File: src/rtl/probe_ctl_pkg.sv
package probe_ctl_pkg;
  localparam int unsigned DATA_W   = 32;
  localparam int unsigned ADDR_W   = 8;
  localparam int unsigned N_STICKY = 3;

  localparam logic [ADDR_W-1:0] SET_OFFS = 8'h10;
  localparam logic [ADDR_W-1:0] CLR_OFFS = 8'h14;

  localparam int unsigned B_SYS_RST = 0;
  localparam int unsigned B_TAP_RST = 1;
  localparam int unsigned B_PWR_OFF = 3;
  localparam int unsigned B_LED0    = 4;
  localparam int unsigned B_LED1    = 5;
  localparam int unsigned B_RCLK_EN = 8;

  localparam logic [DATA_W-1:0] CTRL_MASK =
    (32'd1 << B_SYS_RST) | (32'd1 << B_TAP_RST) | (32'd1 << B_PWR_OFF) |
    (32'd1 << B_LED0) | (32'd1 << B_LED1) | (32'd1 << B_RCLK_EN);

  // sticky index: 0 = system reset seen, 1 = power dropout, 2 = rclk timeout
  localparam int unsigned STK_POS [N_STICKY] = '{6, 7, 10};
  localparam bit          STK_CLR [N_STICKY] = '{1'b0, 1'b0, 1'b1};
endpackage

File: src/rtl/sense_sync.sv
module sense_sync #(
  parameter int unsigned W      = 3,
  parameter int unsigned STAGES = 2
) (
  input  logic         clk_i,
  input  logic         rst_ni,
  input  logic [W-1:0] d_i,
  output logic [W-1:0] q_o
);
  logic [W-1:0] pipe_q [STAGES];

  always_ff @(posedge clk_i or negedge rst_ni) begin
    if (!rst_ni) begin
      for (int s = 0; s < STAGES; s++) pipe_q[s] <= '0;
    end else begin
      pipe_q[0] <= d_i;
      for (int s = 1; s < STAGES; s++) pipe_q[s] <= pipe_q[s-1];
    end
  end

  assign q_o = pipe_q[STAGES-1];
endmodule

File: src/rtl/sticky_bank.sv
module sticky_bank #(
  parameter int unsigned W = 3
) (
  input  logic         clk_i,
  input  logic         rst_ni,
  input  logic [W-1:0] evt_i,
  input  logic [W-1:0] rearm_i,
  output logic [W-1:0] flag_o
);
  logic [W-1:0] flag_q;

  for (genvar i = 0; i < W; i++) begin : g_flag
    always_ff @(posedge clk_i or negedge rst_ni) begin
      if (!rst_ni)         flag_q[i] <= 1'b0;
      else if (rearm_i[i]) flag_q[i] <= evt_i[i];  // drop history, keep live level
      else                 flag_q[i] <= flag_q[i] | evt_i[i];
    end
  end

  assign flag_o = flag_q;
endmodule

File: src/rtl/ctrl_bank.sv
module ctrl_bank #(
  parameter int unsigned       W    = 32,
  parameter logic [W-1:0]      MASK = '1
) (
  input  logic         clk_i,
  input  logic         rst_ni,
  input  logic         set_i,
  input  logic         clr_i,
  input  logic [W-1:0] mask_i,
  output logic [W-1:0] q_o
);
  logic [W-1:0] q;
  logic [W-1:0] eff;

  assign eff = mask_i & MASK;

  always_ff @(posedge clk_i or negedge rst_ni) begin
    if (!rst_ni)    q <= '0;
    else if (set_i) q <= q | eff;
    else if (clr_i) q <= q & ~eff;
  end

  assign q_o = q;
endmodule

File: src/rtl/probe_ctl_regs.sv
module probe_ctl_regs
  import probe_ctl_pkg::*;
#(
  parameter int unsigned SYNC_STAGES = 2
) (
  input  logic              clk_i,
  input  logic              rst_ni,
  input  logic [ADDR_W-1:0] addr_i,
  input  logic              wr_i,
  input  logic [DATA_W-1:0] wdata_i,
  output logic [DATA_W-1:0] rdata_o,
  output logic              sys_rst_o,
  output logic              tap_rst_o,
  output logic              tgt_pwr_on_o,
  output logic [1:0]        led_o,
  output logic              rclk_en_o,
  input  logic              sys_rst_sense_i,
  input  logic              pwr_drop_sense_i,
  input  logic              rclk_timeout_i
);
  logic                hit_set, hit_clr;
  logic [DATA_W-1:0]   ctrl_q;
  logic [N_STICKY-1:0] sense_raw, sense_s, rearm, sticky_q;
  logic [DATA_W-1:0]   stk_word;

  assign hit_set = wr_i && (addr_i == SET_OFFS);
  assign hit_clr = wr_i && (addr_i == CLR_OFFS);

  ctrl_bank #(.W(DATA_W), .MASK(CTRL_MASK)) u_ctrl (
    .clk_i (clk_i), .rst_ni(rst_ni),
    .set_i (hit_set), .clr_i(hit_clr),
    .mask_i(wdata_i), .q_o  (ctrl_q)
  );

  assign sense_raw = {rclk_timeout_i, pwr_drop_sense_i, sys_rst_sense_i};

  sense_sync #(.W(N_STICKY), .STAGES(SYNC_STAGES)) u_sync (
    .clk_i(clk_i), .rst_ni(rst_ni), .d_i(sense_raw), .q_o(sense_s)
  );

  for (genvar i = 0; i < N_STICKY; i++) begin : g_stk
    if (STK_CLR[i]) begin : g_on_clr
      assign rearm[i] = hit_clr && wdata_i[STK_POS[i]];
    end else begin : g_on_set
      assign rearm[i] = hit_set && wdata_i[STK_POS[i]];
    end
  end

  sticky_bank #(.W(N_STICKY)) u_stk (
    .clk_i(clk_i), .rst_ni(rst_ni),
    .evt_i(sense_s), .rearm_i(rearm), .flag_o(sticky_q)
  );

  always_comb begin
    stk_word = '0;
    for (int i = 0; i < N_STICKY; i++) stk_word[STK_POS[i]] = sticky_q[i];
  end

  assign rdata_o = (addr_i == SET_OFFS || addr_i == CLR_OFFS) ? (ctrl_q | stk_word) : '0;

  assign sys_rst_o    = ctrl_q[B_SYS_RST];
  assign tap_rst_o    = ctrl_q[B_TAP_RST];
  assign tgt_pwr_on_o = ~ctrl_q[B_PWR_OFF];
  assign led_o        = {ctrl_q[B_LED1], ctrl_q[B_LED0]};
  assign rclk_en_o    = ctrl_q[B_RCLK_EN];
endmodule

File: config.mk
export PLATFORM = sky130hd
export DESIGN_NAME = probe_ctl_regs
export DESIGN_NICKNAME = d
export VERILOG_FILES = /design/src/rtl/probe_ctl_pkg.sv /design/src/rtl/sense_sync.sv /design/src/rtl/sticky_bank.sv /design/src/rtl/ctrl_bank.sv /design/src/rtl/probe_ctl_regs.sv
export SDC_FILE = /design/constraint.sdc
export NUM_CORES = 1
export LEC_CHECK = 0
export ABC_AREA = 1
export CORE_ASPECT_RATIO = 1.2
export CORE_MARGIN = 5
export CORE_UTILIZATION = 32
export DETAILED_ROUTE_END_ITERATION = 10
export GPL_TIMING_DRIVEN = 0
export PLACE_DENSITY = 0.84
export SYNTH_ARGS = -nofsm -noshare
export SYNTH_HDL_FRONTEND = slang
export SYNTH_SLANG_ARGS = --single-unit
File: constraint.sdc
create_clock -name clk_i -period 2.2 [get_ports clk_i]
set_clock_uncertainty 0.2 [all_clocks]
set_input_delay 0.33 -clock clk_i [delete_from_list [all_inputs] [get_ports clk_i]]
set_output_delay 0.33 -clock clk_i [all_outputs]
set_load 0.01 [all_outputs]
==> results.toml <==
[synth]
synth.lib_cells_used.distinct = 16
yosys_register_bits = 15
netlist_top_cells_area = "dfrtp_1 42%, buf_4 21%, nand2_1 13%"
ys_seq_area_frac = 0.420
synthesis.area_per_instance_um2 = 8.35
synth_top_cell_by_area = "dfrtp_1"
postSynthCellCount = 107
synth.cell_area_um2 = 893
ys_warnings = 0
synthDominantCellAreaShare = 0.420

[power]
total_leakage_power_uw = 0.000743
power.sequential.fraction = 0.508
totalPowerFinal_uw = 573
internal_power_uw = 431
power.share.switching = 0.248
power_switching_uw = 142
pwr-share-clk = 0.266
power_density_nw_per_um2 = 417
peakVddDrop_mv = 0.283
share_comb_of_total_power = 0.226

[worst_setup_path]
criticalPathCategory = "in -> out"
r2r_slack_ns = 1.35
slowest_delay_ns = 0.45
crit_slowest_cell = "clkdlybuf4s50_1"
required_ns = 1.67
path_cells = "clkdlybuf4s50_1 -> nand2_1 -> nor2_4 -> nand2_2 -> buf_6 -> a21boi_0 -> buf_2"
worstPathMaxFanout = 10
worst_path_dominant_cell_family = "buffers and inverters"
arrival_ns = 1.57
critical_path_capture_point_type = "output pin"
r2r_cells = 1
worstPathBufferInverterCount = 3
crit-reg2reg-launch = "u_stk.flag_o[2]"
worst_r2r_endpoint = "u_stk.flag_o[2]"
setup.worst_path.start_class = "input pin"
critical_path_cell_count = 7

[sta]
fin_setup_tns_ns = 0
slew_violations = 0
achievable-frequency_mhz = 475
timing.slew.headroom = 0.560
final-setup-viol-count = 0
fin_crit_sh = 0.956
layout_min_cycle_time_ns = 2.10
final_hold_viol_count = 0
rsz0062_at_grt = "no"
slew_at_the_pin_with_the_worst_max_slew_slack_ns = 0.658

[clock_tree]
cts.htree.levels = 1
clock_latency_at_the_later_pin_of_the_worst_skew_pair_ns = 0.28
cts_tree = "done"
clock-root-buffer = "clkbuf_4"
path_clk_slew_ns = 0.08
cts_inserted_buffers = 3
number_of_buffers_on_the_longest_clock_path = 2
number_of_clock_sinks_seen_by_cts = 15

[placed_design]
portBuffers = 36
postPlaceCellArea_um2 = 1380
finalWeightedCongestion = 0.684
dp_cells = 199
hpwlAfterDp_um = 1600

[global_route]
grt_pass1_vias = 760
globalRoute.totalOverflow = 0
gr-usage-all-layers = 0.102
grt_max_degree = 16
initial_antenna_violation_count = 0
grt_pass1_wl_um = 3020

[floorplan]
die_w_um = 58.2
fp.dieArea_um2 = 3950
floorplan.io_pins = 84
num_rows = 21
start_util = 0.327
core-area_um2 = 2730
die-height_um = 67.9

[hold_path]
worst_hold_path.endpoint = "u_sync.q_o[0]"
min_path_type = "reg -> reg"
min-delay-start = "u_sync.pipe_q[3]"
hold-path-cell-count = 0

[drt]
detailedRoute.firstIterationViolations = 21
wl_per_cell_um = 9.64
detail_route.first_pass.iterations = 4
drc = 0
postRouteWirelength_um = 1970
drtAntennaViolNets = 0
vias = 777
vias_per_cell = 3.81

[layout]
areaGrowthSynthToFinish_pct = 53.8
layout_commonest_cell = "nand2_1"
num_antenna_cells = 0
finish.cell_count_without_fillers = 204
nets = 217
layout.cells.most_common_list = "29 x nand2_1, 27 x clkdlybuf4s50_1, 26 x buf_4"
layout_cells_sized_above_1 = 0.276
final_design_area_no_fill_um2 = 1370

[run]
maxCapViolations = 0

[outcome]
outcome = "finished, final reports clean"
[what timing repair did]
item                       in CTS  in global routing
pin swaps                       0                  1
gates resized for setup        38                  5
setup endpoints to repair       9                  5
hold buffers                    0                  0
setup buffers                   0                  1
[cell usage after synthesis (all sizes together)]
library cell  count
nand4             1
nand2            32
dfrtp            15
nor2              4
a21oi             1
conb              1
nand3             6
inv              11
a21o              1
buf              27
a21boi            8
[final cells by class]
| class | count | area [um2] |
|---|---|---|
| tap | 34 | 42.5 |
| inverter | 11 | 41.3 |
| buffer | 27 | 204 |
| clock buffer | 3 | 22.5 |
| multi-input combinational | 76 | 360 |
| fill | 274 | 1360 |
| sequential | 15 | 375 |
| clock inverter | 1 | 5.00 |
| timing repair buffer | 37 | 323 |
[logic make-up after synthesis]
logic type	count (synthesis)	share of synthesized area
simple gates	43	0.220
compound gates	10	0.0812
other cells	1	0.00420
flops	15	0.420
buf+inv	38	0.275
[worst max path at each step]
stage	endpoint	startpoint	slack, ns
floorplan	rdata_o[0]	addr_i[5]	0.59
global placement	rdata_o[6]	addr_i[2]	-0.43
detailed placement	rdata_o[6]	addr_i[2]	-0.45
CTS	rdata_o[3]	addr_i[4]	0.02
global route	rdata_o[7]	addr_i[5]	0.02
finish	rdata_o[1]	addr_i[4]	0.1
[per-stage QoR]
stage	hold slack, ns	util	worst slack [ns]
2_1_floorplan	-0.166	-	0.586
3_3_place_gp	0.132	0.505	-0.432
3_5_place_dp	0.135	0.505	-0.454
4_1_cts	0.156	0.501	0.0151
5_1_grt	0.166	0.503	0.0220
6_report	0.153	0.503	0.0963
[power groups by stage]
| stage | combinational [uW] | clock (uW) | sequential [uW] |
|---|---|---|---|
| after global placement | 126 | 0 | 296 |
| final | 130 | 152 | 291 |
| after global routing | 143 | 175 | 293 |
| after detailed placement | 128 | 0 | 297 |
| after CTS | 128 | 159 | 291 |
| after floorplan | 68.4 | 0 | 297 |
[layer usage]
metal	wire length (um)	global-route usage
met1	730	0.104
met2	944	0.174
met3	260	0.0453
met4	31	0.0609
met5	0	0
(Power assumes the default switching activity.)
